==> config.mk <==
export PLATFORM = sky130hd
export DESIGN_NAME = bufcap_chan
export DESIGN_NICKNAME = d
export VERILOG_FILES = /design/src/rtl/cap_pkg.sv /design/src/rtl/cap_sync.sv /design/src/rtl/cap_edge_filt.sv /design/src/rtl/cap_store.sv /design/src/rtl/bufcap_chan.sv
export SDC_FILE = /design/constraint.sdc
export NUM_CORES = 1
export LEC_CHECK = 0
export BUFFER_PORTS_ARGS = -buffer_cell sky130_fd_sc_hd__buf_4
export CAP_MARGIN = 25
export CORE_ASPECT_RATIO = 0.5
export CORE_MARGIN = 2
export CORE_UTILIZATION = 40
export DETAILED_ROUTE_END_ITERATION = 6
export PLACE_DENSITY = 0.64
export SYNTH_ARGS = -nofsm -noshare
export SYNTH_HDL_FRONTEND = slang
export SYNTH_SLANG_ARGS = --single-unit
==> constraint.sdc <==
create_clock -name clk -period 2.1 [get_ports clk]
set_input_delay 0.105 -clock clk [delete_from_list [all_inputs] [get_ports clk]]
set_output_delay 0.105 -clock clk [all_outputs]
set_load 0.005 [all_outputs]
==> src/rtl/cap_pkg.sv <==
package cap_pkg;

    typedef enum logic [1:0] {
        EDGE_OFF  = 2'b00,
        EDGE_RISE = 2'b01,
        EDGE_FALL = 2'b10,
        EDGE_ANY  = 2'b11
    } edge_sel_e;

    typedef struct packed {
        logic acc;
        logic rise;
    } edge_evt_t;

    function automatic logic edge_pass(edge_sel_e sel, logic rise);
        case (sel)
            EDGE_RISE: edge_pass = rise;
            EDGE_FALL: edge_pass = !rise;
            EDGE_ANY:  edge_pass = 1'b1;
            default:   edge_pass = 1'b0;
        endcase
    endfunction

    function automatic int unsigned dly_len(logic [1:0] sel, int unsigned base);
        case (sel)
            2'b01:   dly_len = base;
            2'b10:   dly_len = base * 2;
            2'b11:   dly_len = base * 4;
            default: dly_len = 1;
        endcase
    endfunction

endpackage

==> src/rtl/cap_sync.sv <==
module cap_sync #(
    parameter int STAGES = 2
) (
    input  logic clk,
    input  logic rst,
    input  logic d_i,
    output logic q_o
);
    logic [STAGES-1:0] chain_q;

    always_ff @(posedge clk) begin
        if (rst) chain_q <= '0;
        else     chain_q <= {chain_q[STAGES-2:0], d_i};
    end

    assign q_o = chain_q[STAGES-1];
endmodule

==> src/rtl/cap_edge_filt.sv <==
module cap_edge_filt
    import cap_pkg::*;
#(
    parameter int DLY_BASE = 256
) (
    input  logic      clk,
    input  logic      rst,
    input  logic      lvl_i,
    input  logic [1:0] edge_sel_i,
    input  logic [1:0] dly_sel_i,
    output edge_evt_t evt_o
);
    localparam int CW = $clog2(4 * DLY_BASE) + 1;

    logic          ref_q, prev_q, base_q, busy_q;
    logic [CW-1:0] cnt_q;
    logic [CW-1:0] last_cnt;
    edge_sel_e     sel;

    assign sel      = edge_sel_e'(edge_sel_i);
    assign last_cnt = CW'(dly_len(dly_sel_i, DLY_BASE) - 1);

    always_ff @(posedge clk) begin
        if (rst) begin
            ref_q  <= 1'b0;
            prev_q <= 1'b0;
            base_q <= 1'b0;
            busy_q <= 1'b0;
            cnt_q  <= '0;
            evt_o  <= '0;
        end else begin
            prev_q    <= lvl_i;
            evt_o.acc <= 1'b0;
            if (dly_sel_i == 2'b00) begin
                busy_q <= 1'b0;
                if (lvl_i != ref_q) begin
                    ref_q      <= lvl_i;
                    evt_o.acc  <= edge_pass(sel, lvl_i);
                    evt_o.rise <= lvl_i;
                end
            end else if (!busy_q) begin
                if (lvl_i != ref_q) begin
                    busy_q <= 1'b1;
                    base_q <= ref_q;
                    cnt_q  <= '0;
                end
            end else if (lvl_i != prev_q) begin
                cnt_q <= '0;
            end else if (cnt_q >= last_cnt) begin
                busy_q <= 1'b0;
                ref_q  <= lvl_i;
                if (lvl_i != base_q) begin
                    evt_o.acc  <= edge_pass(sel, lvl_i);
                    evt_o.rise <= lvl_i;
                end
            end else begin
                cnt_q <= cnt_q + 1'b1;
            end
        end
    end
endmodule

==> src/rtl/cap_store.sv <==
module cap_store #(
    parameter int TW = 16
) (
    input  logic          clk,
    input  logic          rst,
    input  logic          acc_i,
    input  logic [TW-1:0] ts_i,
    input  logic          buf_en_i,
    input  logic          latch_mode_i,
    input  logic          no_ovw_i,
    input  logic          latch_i,
    input  logic          cap_rd_i,
    input  logic          hold_rd_i,
    output logic [TW-1:0] cap_o,
    output logic [TW-1:0] hold_o,
    output logic          cap_wr_o,
    output logic          xfer_o
);
    logic queue_m, latch_m, cap_full_q, hold_full_q, latch_go;

    assign queue_m  = buf_en_i && !latch_mode_i;
    assign latch_m  = buf_en_i && latch_mode_i;
    assign latch_go = latch_m && latch_i;

    always_comb begin
        cap_wr_o = 1'b0;
        xfer_o   = latch_go;
        if (acc_i) begin
            if (queue_m) begin
                if (!no_ovw_i || !hold_full_q && cap_full_q) begin
                    cap_wr_o = 1'b1;
                    xfer_o   = 1'b1;
                end else if (!cap_full_q) begin
                    cap_wr_o = 1'b1;
                end
            end else begin
                cap_wr_o = !(no_ovw_i && cap_full_q);
            end
        end
    end

    always_ff @(posedge clk) begin
        if (rst) begin
            cap_o       <= '0;
            hold_o      <= '0;
            cap_full_q  <= 1'b0;
            hold_full_q <= 1'b0;
        end else begin
            if (xfer_o)   hold_o <= cap_o;
            if (cap_wr_o) cap_o  <= ts_i;
            if (cap_wr_o)                    cap_full_q <= 1'b1;
            else if (cap_rd_i || latch_go)   cap_full_q <= 1'b0;
            if (xfer_o)         hold_full_q <= 1'b1;
            else if (hold_rd_i) hold_full_q <= 1'b0;
        end
    end
endmodule

==> src/rtl/bufcap_chan.sv <==
module bufcap_chan
    import cap_pkg::*;
#(
    parameter int TW       = 16,
    parameter int DLY_BASE = 256,
    parameter int SYNC_N   = 2
) (
    input  logic          clk,
    input  logic          rst,
    input  logic          pin_i,
    input  logic [TW-1:0] timer_i,
    input  logic [1:0]    edge_sel_i,
    input  logic [1:0]    dly_sel_i,
    input  logic          buf_en_i,
    input  logic          latch_mode_i,
    input  logic          no_ovw_i,
    input  logic          flag_hold_i,
    input  logic          fast_clr_i,
    input  logic          ie_i,
    input  logic          latch_stb_i,
    input  logic          force_latch_i,
    input  logic          flag_clr_i,
    input  logic          cap_rd_i,
    input  logic          hold_rd_i,
    output logic [TW-1:0] cap_o,
    output logic [TW-1:0] hold_o,
    output logic          flag_o,
    output logic          pol_o,
    output logic          irq_o
);
    logic      lvl_s, cap_wr, xfer, set_ev, clr_ev;
    edge_evt_t evt;

    cap_sync #(.STAGES(SYNC_N)) sync_i (
        .clk(clk), .rst(rst), .d_i(pin_i), .q_o(lvl_s)
    );

    cap_edge_filt #(.DLY_BASE(DLY_BASE)) filt_i (
        .clk(clk), .rst(rst), .lvl_i(lvl_s), .edge_sel_i(edge_sel_i),
        .dly_sel_i(dly_sel_i), .evt_o(evt)
    );

    cap_store #(.TW(TW)) store_i (
        .clk(clk), .rst(rst), .acc_i(evt.acc), .ts_i(timer_i),
        .buf_en_i(buf_en_i), .latch_mode_i(latch_mode_i), .no_ovw_i(no_ovw_i),
        .latch_i(latch_stb_i || force_latch_i), .cap_rd_i(cap_rd_i),
        .hold_rd_i(hold_rd_i), .cap_o(cap_o), .hold_o(hold_o),
        .cap_wr_o(cap_wr), .xfer_o(xfer)
    );

    assign set_ev = (buf_en_i && !latch_mode_i && flag_hold_i) ? (xfer && evt.acc) : cap_wr;
    assign clr_ev = flag_clr_i || (fast_clr_i && cap_rd_i);

    always_ff @(posedge clk) begin
        if (rst) begin
            flag_o <= 1'b0;
            pol_o  <= 1'b0;
        end else begin
            if (set_ev)      flag_o <= 1'b1;
            else if (clr_ev) flag_o <= 1'b0;
            if (cap_wr && !flag_o) pol_o <= evt.rise;
        end
    end

    assign irq_o = flag_o && ie_i;
endmodule

== Yosys cells after proc, flatten, opt, wreduce, memory -nomap -nowiden ==
Index checks and enable logic that the tools add are counted.
Word-level totals
  word-level logic and storage cells: 99
  bits in registers: 55
  input bits: 34
  output and inout bits: 35
Operators by class
  mux-type cells: 35
  eq/ne operators: 12
  magnitude comparators: 1
  reduce and logical (&&, ||, !) cells: 33
  bitwise logic cells: 2
  $add $sub $neg: 2
Operators with widths (count)
  two-way mux 11 bit: 4
  one-hot mux 11 bit (3 select lines): 1
  two-way mux 1 bit: 23
  nonzero test 2 bit: 7
  two-way mux 2 bit: 6
  adder 11 x 1 -> 11 bit, second input constant: 1
  greater-or-equal comparator 11 bit: 1
  subtractor 11 x 1 -> 11 bit, second input constant: 1
  logical AND 1 bit: 10
  equality test 2 bit, second input constant: 4
  logical NOT 1 bit: 6
  AND reduction 3 bit: 2
  AND reduction 5 bit: 1
  equality test 2 x 1 -> 1 bit, second input constant: 2
  logical OR 1 bit: 4
  AND reduction 4 bit: 1
  inequality test 1 bit: 3
  inequality test 3 bit, second input constant: 1
  one-hot mux 1 bit (3 select lines): 1
  logical NOT 2 bit: 1
  inequality test 2 x 1 -> 1 bit, second input constant: 1
  inequality test 2 bit, second input constant: 1
  inverter 1 bit: 2
  OR reduction 2 bit: 1

== Depth between registers and ports, before layout ==
Gate-level depths: netlist of the first run.
  depth after elaboration: 9
  depth in mapped cells: 9
  mapped depth without buffers: 7

== Modules after synthesis ==
A second synthesis of the first run with hierarchy kept.
Second synthesis, totals
  cell total of the unflattened synthesis: 295
  area, all modules: 2738.9 um^2
By module, submodules not included
  cap_store: instances 1, area an instance 1481.4 um^2, cells an instance 153, sequential area each 680.7 um^2
  cap_edge_filt: instances 1, area an instance 1077.3 um^2, cells an instance 125, sequential area each 340.3 um^2
  bufcap_chan: instances 1, area an instance 127.6 um^2, cells an instance 13, sequential area each 40.0 um^2
  cap_sync: instances 1, area an instance 52.6 um^2, cells an instance 4, sequential area each 40.0 um^2

== Least setup slack after synthesis of the first run ==
OpenSTA, ideal clock, no wires.
  path kind: register to register
  from: reg filt_i.cnt_q[9]
  to: reg filt_i.cnt_q[4]
  path slack: 179 ps
  arrival time: 1847 ps
  stages on the path, launching flop included: 8
  data required time: 2026 ps
  setup time: 74 ps
  clock period less this slack: 1921 ps
  path buffers: 1
  cells stage by stage: dfxtp_1 ha_1 a21o_1 a21oi_4 o31ai_2 buf_6 or4_1 a31oi_1
On the way
  longest elaborated chain between the ends: 3
RTL lines
  start: declaration: RTL line cap_edge_filt.sv:16  | logic [CW-1:0] cnt_q;
  start signal: assignment: RTL line cap_edge_filt.sv:57  | cnt_q <= cnt_q + 1'b1;
  greater-or-equal comparator 11 bit: RTL line cap_edge_filt.sv:49  | end else if (cnt_q >= last_cnt) begin
  inequality test 3 bit (no source line)
  AND reduction 3 bit (no source line)
No other way between the ends.
A chain may end at the register's enable or synchronous reset.

== Worst setup path in the final report of the first run ==
  from: reg filt_i.cnt_q[9]
  to: reg filt_i.cnt_q[8]
The elaborated chain is that of the path after synthesis.

==> summary.txt, run 1 <==
===========================================================================================
Average detailed-routed wire length per instance .............................      13.0 um
Setup bufs post-CTS ..........................................................            0
Final hold viol count ........................................................            0
Most frequent cells in the layout ............................................ sky130_fd_sc_hd__buf_4 (75), sky130_fd_sc_hd__dfxtp_1 (54), sky130_fd_sc_hd__nor2_1 (40)
Routing layer with the top usage in global route .............................         met2
GRT Total Usage ..............................................................        16.7%
Die X-Extent .................................................................       116 um
Number of port buffers .......................................................           68
Post-Route Setup TNS .........................................................         0 ns
CP Buf/Inv Count .............................................................            1
Cell types with the largest area share after synthesis ....................... sky130_fd_sc_hd__dfxtp_1 (44%), sky130_fd_sc_hd__mux2i_1 (14%), sky130_fd_sc_hd__nor2_1 (6.0%)
Core Box Area ................................................................     6060 um2
Total area of multi-input combinational cells ................................     1290 um2
Shortest period the worst path allows ........................................      2.05 ns
Area of the die ..............................................................     6920 um2
Number of sinks handled by clock tree synthesis ..............................           55
TritonCTS clock tree .........................................................        built
Number of standard cells in the final layout excluding fillers ...............          425
Top Ports ....................................................................           69
Fraction of layout cells with a size suffix above 1 ..........................        28.5%
Leak pwr .....................................................................      1.48 nW
Syn_nets .....................................................................          308
Number of nets in the layout .................................................          376
Worst path depth .............................................................            7
Number of buffers added by the clock tree synthesis step .....................            5
Worst reg2reg path depth .....................................................            7
Final-report setup violation count ...........................................            0
Pin count of the biggest net entering global routing .........................           38
Crit Path Category ...........................................................      reg2reg
Biggest area consumer among synthesized cells ................................ sky130_fd_sc_hd__dfxtp_1
Number of antenna violations at the first check in global routing ............            0
Synth-to-Final Area Change ...................................................        30.9%
H-tree depth .................................................................            2
Floorplan row count ..........................................................           20
Met1 demand-to-capacity share in global routing ..............................        19.7%
Area share of the largest cell type after synthesis ..........................        44.2%
DRC violation count after routing ............................................            0
Endpoint of the worst register-to-register path .............................. filt_i.cnt_q[8]$_SDFFE_PP0P_
Inserted Diodes ..............................................................            0
Global-route wire length before repair .......................................      9100 um
Critical Path End ............................................................ filt_i.cnt_q[8]$_SDFFE_PP0P_
Area taken by flip-flops and latches .........................................     1100 um2
Worst-path cell chain ........................................................ ha_1, a21o_1, a21oi_4, o31ai_2, buf_6, or4_1, a31oi_1
Launching element type of the critical path ..................................    flip-flop
Count of TritonRoute iterations in the first routing pass ....................            4
Residual antenna-violating net count after detailed routing ..................            0
RSZ-0062 raised after global routing .........................................        false
Clock latency at the later pin of the worst-skew pair ........................      0.30 ns
Total standard cell area after synthesis .....................................     2490 um2
Residual overflow from global routing ........................................            0
Worst setup skew after layout ................................................   0.00578 ns
Timing startpoint of the critical path ....................................... filt_i.cnt_q[9]$_SDFFE_PP0P_
Count of warnings emitted by yosys ...........................................            0
Number of different library cells in the post-synthesis netlist ..............           47
Met2 usage in global routing .................................................        30.2%
Global-route track usage on met3 .............................................        4.77%
Register area share after synthesis ..........................................        44.2%
Total detailed-routing wirelength ............................................      5550 um
Outcome ...................................................................... finished clean
Kind of cell with the highest combined delay on the critical path ............ compound AO/OA/AOI/OAI gates
Post-route clock period utilization ..........................................        97.4%
Vias after detailed routing ..................................................        2,156
Maximum clock frequency ......................................................      489 MHz
Cells after synthesis ........................................................          268
Maximum fanout encountered on the critical timing path .......................           20
Path class of the lowest-slack min-delay path ................................       in2reg
Data arrival time at the worst-slack endpoint ................................      2.27 ns
Root buffer cell ............................................................. sky130_fd_sc_hd__clkbuf_16
Avg Cell Area, Syn ...........................................................     9.30 um2
FF-to-FF setup slack .........................................................      0.05 ns
Total power per unit cell area ...............................................   633 nW/um2
Slew Limit Fails .............................................................            0
Via/cell ratio ...............................................................         5.07
Highest cell delay on the worst timing path ..................................      0.52 ns
Flip-flop and latch count after synthesis ....................................           55
Die outline height ...........................................................      59.8 um
Half-perimeter wire length after placement ...................................      4030 um
Number of design-rule violations left by the first detailed-router iteration .           92
Maximum clock path buffer count ..............................................            2
Clock-pin slew on the worst setup and hold paths .............................      0.07 ns
Maximum vdd drop .............................................................     0.321 mV
Type of element capturing the critical path ..................................    flip-flop
Most frequent standard cell in the layout excluding fill and tap cells ....... sky130_fd_sc_hd__buf_4
Total instance count after detailed placement ................................          417
Max-cap violation count ......................................................            0
Starting utilization of the core area ........................................        41.2%
Via count of the first global-routing pass ...................................        2,014
Worst EP required ............................................................      2.32 ns
Worst flop-to-flop path startpoint ........................................... filt_i.cnt_q[9]$_SDFFE_PP0P_
Gp weighted congestion .......................................................        0.854
Master of the slowest instance on the critical path .......................... sky130_fd_sc_hd__or4_1
Hold buffer count at cts .....................................................            0
Count of filler cells inserted in the layout .................................          576
===========================================================================================
## how the worst min path moves through the flow
stage               startpoint                      endpoint  slack [ns]  cells past startpoint
finish                   pin_i  sync_i.chain_q[0]$_SDFF_PP0_        0.02                      2
detailed placement       pin_i  sync_i.chain_q[0]$_SDFF_PP0_        0.33                      2
floorplan                pin_i  sync_i.chain_q[0]$_SDFF_PP0_        0.23                      1
global placement         pin_i  sync_i.chain_q[0]$_SDFF_PP0_        0.31                      2
global route             pin_i  sync_i.chain_q[0]$_SDFF_PP0_        0.02                      2
CTS                      pin_i  sync_i.chain_q[0]$_SDFF_PP0_        0.02                      2
## registers in the layout (all words and copies together), names as in the netlist
signal               cells
pol_o                    1
filt_i.evt_o             2
store_i.hold_o          16
filt_i.prev_q            1
filt_i.base_q            1
filt_i.ref_q             1
filt_i.busy_q            1
sync_i.chain_q           2
store_i.cap_o           16
flag_o                   1
store_i.hold_full_q      1
filt_i.cnt_q            11
store_i.cap_full_q       1
## logic make-up (layout without fill, tap and decap cells)
family,count (synthesis),count (layout),synth area share (%)
mux,35,35,14.1
simple gates,100,100,19.4
other cells,1,1,0.150
flops,55,55,44.2
compound gates,47,47,14.5
fa+ha+maj,6,6,3.01
buf+inv,23,92,4.31
xor+xnor,1,1,0.351
## layout make-up
type	instances	area share, %
clock buffers	5	3.83
clock inverters	3	0.843
inverters	8	0.920
multi-input cells	190	39.7
flip-flops and latches	55	33.8
well taps	88	3.37
repair buffers	76	17.6
## through the flow
stage	hold slack [ns]	worst slack, ns	utilization (%)	area [um2]	power (mW)
detailed placement	0.327	0.0398	51.3	3110	1.23
global placement	0.314	0.119	51.3	3110	1.23
floorplan	0.233	0.179	-	2490	1.15
global route	0.0159	0.0100	53.9	3260	2.15
finish	0.0207	0.0540	53.9	3260	2.07
CTS	0.0186	0.0238	53.9	3260	2.10
## where the power goes
part / internal [mW] / total, mW / switching (mW)
Clock: 0.456 / 0.862 / 0.406
Combinational: 0.0756 / 0.150 / 0.0742
Sequential: 1.05 / 1.05 / 0.00555
Total: 1.58 / 2.07 / 0.486
## layer usage
metal / vias up / part of all wire, %
met3: 5 / 4.4
li1: 1103 / -
met4: 0 / 0.97
met2: 45 / 49
met1: 1003 / 45
met5: - / 0
## timing repair
item                       CTS  global route
pin swaps                    0             1
resized for setup            1             1
setup endpoints to repair    1             2
## synthesized netlist by cell type (all sizes together)
| cell | n |
|---|---|
| o311ai | 1 |
| a311o | 1 |
| inv | 8 |
| ha | 6 |
| buf | 5 |
| nor3b | 1 |
| a211oi | 2 |
| clkbuf | 10 |
| nand4 | 1 |
| o2111a | 1 |
| mux2 | 1 |
| a311oi | 2 |
| o211ai | 8 |
| and2 | 2 |
| o2111ai | 1 |
| nor2b | 5 |
| a21oi | 8 |
| a211o | 1 |
| o21a | 1 |
| and3 | 2 |
| nor2 | 40 |
| a31oi | 11 |
| nand2b | 3 |
| nand3 | 9 |
| or4 | 8 |
| nand3b | 1 |
| nand2 | 14 |
| conb | 1 |
| nor4 | 4 |
| or3 | 1 |
| o31a | 1 |
| dfxtp | 55 |
| or2 | 3 |
| o21ai | 4 |
| nor3 | 6 |
| o31ai | 1 |
| o2bb2a | 1 |
| mux2i | 34 |
| xnor2 | 1 |
| a21o | 3 |
## worst reg2reg max path, cell delays in order, from the launching register on
cell                      delay, ns
sky130_fd_sc_hd__dfxtp_2       0.34
sky130_fd_sc_hd__ha_1          0.31
sky130_fd_sc_hd__a21o_1        0.22
sky130_fd_sc_hd__a21oi_4       0.17
sky130_fd_sc_hd__o31ai_2       0.09
sky130_fd_sc_hd__buf_6         0.16
sky130_fd_sc_hd__or4_1         0.53
sky130_fd_sc_hd__a31oi_1       0.15
No activity file was read; power rests on OpenSTA's default activity.
==> run 2: changes to the inputs <==
- CORE_MARGIN: 2 -> 8
- clock period: 2.1 -> 2 ns (I/O delays scaled with it)
==> summary.txt, run 2 (synthesis gave the netlist of run 1 again) <==
===========================================================================================
Maximum vdd drop .............................................................     0.355 mV
DRC violation count after routing ............................................            0
Launching element type of the critical path ..................................    flip-flop
Worst-path cell chain ........................................................ ha_4, a21o_1, a21oi_4, o31ai_4, buf_6, or4_1, a31oi_1
Maximum fanout encountered on the critical timing path .......................            5
Critical Path End ............................................................ filt_i.cnt_q[8]$_SDFFE_PP0P_
Total power ..................................................................      2.16 mW
Area of the die ..............................................................     9170 um2
Number of buffers added by the clock tree synthesis step .....................            5
Die outline height ...........................................................      71.8 um
Worst flop-to-flop path startpoint ........................................... filt_i.cnt_q[9]$_SDFFE_PP0P_
Residual antenna-violating net count after detailed routing ..................            0
Root buffer cell ............................................................. sky130_fd_sc_hd__clkbuf_16
Type of element capturing the critical path ..................................    flip-flop
Data arrival time at the worst-slack endpoint ................................      2.14 ns
Total power per unit cell area ...............................................   651 nW/um2
Vias after detailed routing ..................................................        2,241
Gp weighted congestion .......................................................        0.796
Via count of the first global-routing pass ...................................        2,255
Crit Path Category ...........................................................      reg2reg
Top Ports ....................................................................           69
Floorplan row count ..........................................................           20
Master of the slowest instance on the critical path .......................... sky130_fd_sc_hd__or4_1
Residual overflow from global routing ........................................            0
Clock latency at the later pin of the worst-skew pair ........................      0.29 ns
Die X-Extent .................................................................       128 um
Core Box Area ................................................................     6060 um2
Number of design-rule violations left by the first detailed-router iteration .          117
TritonCTS clock tree .........................................................        built
Worst slack on hold paths ....................................................    0.0116 ns
Timing startpoint of the critical path ....................................... filt_i.cnt_q[9]$_SDFFE_PP0P_
Worst EP required ............................................................      2.22 ns
Final-report setup violation count ...........................................            0
Global-route wire length before repair .......................................    10,700 um
Post-route clock period utilization ..........................................        96.3%
Number of sinks handled by clock tree synthesis ..............................           55
Endpoint of the worst register-to-register path .............................. filt_i.cnt_q[8]$_SDFFE_PP0P_
Number of antenna violations at the first check in global routing ............            0
Most frequent standard cell in the layout excluding fill and tap cells ....... sky130_fd_sc_hd__buf_4
Number of nets in the layout .................................................          379
Path class of the lowest-slack min-delay path ................................       in2reg
Final hold viol count ........................................................            0
Max-cap violation count ......................................................            0
Worst setup skew after layout ................................................   0.00710 ns
Maximum clock frequency ......................................................      519 MHz
Average detailed-routed wire length per instance .............................      15.0 um
Starting utilization of the core area ........................................        41.2%
Via/cell ratio ...............................................................         5.24
Final setup margin ...........................................................    0.0731 ns
Worst hold path cell count ...................................................            2
Number of port buffers .......................................................           68
Most frequent cells in the layout ............................................ sky130_fd_sc_hd__buf_4 (78), sky130_fd_sc_hd__dfxtp_1 (52), sky130_fd_sc_hd__nor2_1 (40)
Pin count of the biggest net entering global routing .........................           37
Worst reg2reg path depth .....................................................            7
FF-to-FF setup slack .........................................................      0.07 ns
Fraction of layout cells with a size suffix above 1 ..........................        30.6%
H-tree depth .................................................................            2
Layout Utilization ...........................................................        54.9%
Half-perimeter wire length after placement ...................................      4560 um
Shortest period the worst path allows ........................................      1.93 ns
Inserted Diodes ..............................................................            0
Outcome ...................................................................... finished clean
Maximum clock path buffer count ..............................................            2
Count of TritonRoute iterations in the first routing pass ....................            4
Clock-pin slew on the worst setup and hold paths .............................      0.07 ns
Total detailed-routing wirelength ............................................      6400 um
Largest registers ............................................................ store_i.cap_o (16), store_i.hold_o (16), filt_i.cnt_q (11)
Leak pwr .....................................................................      1.50 nW
GRT Total Usage ..............................................................        14.1%
Synth-to-Final Area Change ...................................................        33.3%
DP Worst Slack ...............................................................   -0.0116 ns
Highest cell delay on the worst timing path ..................................      0.49 ns
Slew Limit Fails .............................................................            0
===========================================================================================
-- run 2: metrics by stage --
step           std cells  TNS (ns)  instance area (um2)
5_1_grt              428  -0.00160                 3320
2_1_floorplan        268         0                 2490
3_5_place_dp         416   -0.0237                 3100
6_report             428         0                 3320
3_3_place_gp         416         0                 3100
4_1_cts              425         0                 3270
-- run 2: how the worst min path moves through the flow --
| stage | from | slack, ns | to |
|---|---|---|---|
| after floorplan | pin_i | 0.23 | sync_i.chain_q[0]$_SDFF_PP0_ |
| after global placement | pin_i | 0.31 | sync_i.chain_q[0]$_SDFF_PP0_ |
| after detailed placement | pin_i | 0.32 | sync_i.chain_q[0]$_SDFF_PP0_ |
| after CTS | pin_i | 0.009 | sync_i.chain_q[0]$_SDFF_PP0_ |
| after global routing | pin_i | 0.02 | sync_i.chain_q[0]$_SDFF_PP0_ |
| final | pin_i | 0.01 | sync_i.chain_q[0]$_SDFF_PP0_ |
-- run 2: power by group --
group | switching (mW) | internal, mW
clock | 0.422 | 0.476
sequential | 0.00596 | 1.10
combinational | 0.0806 | 0.0790
-- run 2: critical path: cells and delay by family, from the launching register on --
| family | cells | cell delay, ns |
|---|---|---|
| AO/OA/AOI/OAI | 4 | 0.66 |
| AND/OR/NAND/NOR | 1 | 0.49 |
| flip-flops | 1 | 0.36 |
| adder cells (fa/ha/maj) | 1 | 0.20 |
| buffers and inverters | 1 | 0.14 |
-- run 2: layout make-up --
cell class,instances,area (um2)
Multi-Input combinational cell,190,1330
Fill cell,583,2730
Timing Repair Buffer,79,597
Clock inverter,3,26.3
Inverter,8,30.0
Tap cell,88,110
Sequential cell,55,1110
Clock buffer,5,125
-- run 2: routing by layer --
layer | up-vias | wire, um | GRT usage [%]
li1 | 1103 | - | -
met1 | 1072 | 2690 | 15.7
met2 | 61 | 3280 | 26.2
met3 | 5 | 357 | 3.55
met4 | 0 | 63 | 4.31
met5 | - | 0 | 0
-- run 2: repair_timing --
action | in CTS | in global routing
cloned | 1 | 1
setup buffers | 0 | 2
setup endpoints to repair | 5 | 12
resized for setup | 2 | 10
pin swaps | 1 | 7
hold buffers | 0 | 0
==> run 3: changes to the inputs <==
- CAP_MARGIN: 25 -> 20
- CORE_ASPECT_RATIO: 0.5 -> 1.25
- HOLD_SLACK_MARGIN: default -> 0.12
==> summary.txt, run 3 (synthesis gave the netlist of run 1 again) <==
===========================================================================================
Highest cell delay on the worst timing path ..................................      0.50 ns
Most frequent standard cell in the layout excluding fill and tap cells ....... sky130_fd_sc_hd__buf_4
Synth-to-Final Area Change ...................................................        42.2%
Outcome ...................................................................... finished clean
Root buffer cell ............................................................. sky130_fd_sc_hd__clkbuf_8
Residual antenna-violating net count after detailed routing ..................            0
Final setup margin ...........................................................    0.0855 ns
Vias after detailed routing ..................................................        2,299
Worst slack on hold paths ....................................................     0.407 ns
Inserted Diodes ..............................................................            0
Top Ports ....................................................................           69
Floorplan row count ..........................................................           32
Number of nets in the layout .................................................          406
Core Box Area ................................................................     6090 um2
Leak pwr .....................................................................      1.60 nW
Final-report setup violation count ...........................................            0
Half-perimeter wire length after placement ...................................      4620 um
Post-Route M1 WL .............................................................      2580 um
Largest registers ............................................................ store_i.cap_o (16), store_i.hold_o (16), filt_i.cnt_q (11)
Number of buffers added by the clock tree synthesis step .....................            5
Area of the die ..............................................................     9030 um2
Number of port buffers .......................................................           68
Fraction of layout cells with a size suffix above 1 ..........................        27.2%
Clock-pin slew on the worst setup and hold paths .............................      0.10 ns
Maximum fanout encountered on the critical timing path .......................           20
Max-cap violation count ......................................................            0
Via count of the first global-routing pass ...................................        2,337
Type of element capturing the critical path ..................................    flip-flop
Number of antenna violations at the first check in global routing ............            0
Data arrival time at the worst-slack endpoint ................................      2.15 ns
Gp weighted congestion .......................................................        0.798
Die X-Extent .................................................................      86.6 um
Count of filler cells inserted in the layout .................................          544
Total power ..................................................................      1.95 mW
Crit Path Category ...........................................................      reg2reg
Total detailed-routing wirelength ............................................      6340 um
GRT Total Usage ..............................................................        14.5%
Via/cell ratio ...............................................................         5.09
Number of sinks handled by clock tree synthesis ..............................           55
Kind of cell with the highest combined delay on the critical path ............ compound AO/OA/AOI/OAI gates
Master of the slowest instance on the critical path .......................... sky130_fd_sc_hd__or4_1
Post-route clock period utilization ..........................................        95.7%
FF-to-FF setup slack .........................................................      0.09 ns
Starting utilization of the core area ........................................        41.0%
Worst setup skew after layout ................................................   0.00305 ns
Sum of met3 wire segment lengths after detailed routing ......................       475 um
TritonCTS clock tree .........................................................        built
Path class of the lowest-slack min-delay path ................................       in2reg
Worst EP required ............................................................      2.23 ns
Shortest period the worst path allows ........................................      1.91 ns
Clock latency at the later pin of the worst-skew pair ........................      0.30 ns
Timing startpoint of the critical path ....................................... filt_i.cnt_q[8]$_SDFFE_PP0P_
DRC violation count after routing ............................................            0
Residual overflow from global routing ........................................            0
Highest metal layer used by the detailed router ..............................         met4
Met2 layer wire length in the routed design ..................................      3180 um
Pin count of the biggest net entering global routing .........................           40
Maximum clock path buffer count ..............................................            2
Most frequent cells in the layout ............................................ sky130_fd_sc_hd__buf_4 (77), sky130_fd_sc_hd__dfxtp_1 (55), sky130_fd_sc_hd__nor2_1 (40)
Count of TritonRoute iterations in the first routing pass ....................            4
RSZ-0062 raised after global routing .........................................        false
Total instance count after detailed placement ................................          417
Die outline height ...........................................................       104 um
Global-route wire length before repair .......................................    10,900 um
Setup bufs post-CTS ..........................................................            0
H-tree depth .................................................................            2
Total power per unit cell area ...............................................   550 nW/um2
DP Worst Slack ...............................................................    0.0244 ns
Launching element type of the critical path ..................................    flip-flop
Maximum vdd drop .............................................................     0.509 mV
Final hold viol count ........................................................            0
Maximum clock frequency ......................................................      522 MHz
Number of standard cells in the final layout excluding fillers ...............          452
Average detailed-routed wire length per instance .............................      14.0 um
Number of design-rule violations left by the first detailed-router iteration .           78
Worst hold path startpoint ...................................................     no_ovw_i
Slew Limit Fails .............................................................            0
Worst flop-to-flop path startpoint ........................................... filt_i.cnt_q[8]$_SDFFE_PP0P_
Worst-path cell chain ........................................................ ha_1, a21o_1, a21oi_4, o31ai_2, buf_12, or4_1, a31oi_1
Post-Route Setup TNS .........................................................         0 ns
CP Buf/Inv Count .............................................................            1
===========================================================================================
-- run 3: final timing paths --
path | cells past startpoint | end
worst max-delay path | 7 | filt_i.cnt_q[7]$_SDFFE_PP0P_
worst min-delay path | 5 | store_i.cap_o[2]$_SDFFE_PP0P_
worst min register to register | 1 | sync_i.chain_q[1]$_SDFF_PP0_
worst max register to register | 7 | filt_i.cnt_q[7]$_SDFFE_PP0P_
-- run 3: layout make-up --
cell class | instances | area, um2 | share of cell area, %
sequential | 55 | 1100 | 31.1
timing repair buffer | 106 | 888 | 25.1
inverter | 8 | 30.0 | 0.847
clock buffer | 6 | 82.6 | 2.33
clock inverter | 2 | 16.3 | 0.459
tap | 85 | 106 | 3.00
multi-input combinational | 190 | 1320 | 37.3
-- run 3: tightest hold or removal path, stage by stage --
cell,delay (ns)
sky130_fd_sc_hd__buf_4,0.11
sky130_fd_sc_hd__nand2_1,0.11
sky130_fd_sc_hd__o21ai_4,0.14
sky130_fd_sc_hd__mux2i_1,0.14
sky130_fd_sc_hd__nor2_1,0.07
-- run 3: metrics by stage --
step           utilization (%)  instance area (um2)
4_1_cts                   57.8                 3520
3_5_place_dp              51.8                 3150
5_1_grt                   58.3                 3550
6_report                  58.3                 3550
3_3_place_gp              51.8                 3150
2_1_floorplan                -                 2490
-- run 3: repair_timing --
action | CTS | global route
endpoints found under the setup margin | 0 | 10
hold buffers | 27 | 0
gates resized for setup | 0 | 4
endpoints found under the hold margin | 25 | 0
-- run 3: layer usage --
metal	global-route usage (%)	up-vias
li1	-	1154
met3	6.01	8
met5	0	-
met2	24.4	53
met1	15.9	1084
met4	4.44	0
-- run 3: where the power goes --
| group | internal [mW] | switching (mW) | leakage (nW) | total [mW] |
|---|---|---|---|---|
| Clock | 0.283 | 0.357 | 0.0474 | 0.641 |
| Sequential | 1.10 | 0.00608 | 0.444 | 1.11 |
| Combinational | 0.112 | 0.0883 | 1.11 | 0.201 |
| Total | 1.50 | 0.452 | 1.60 | 1.95 |
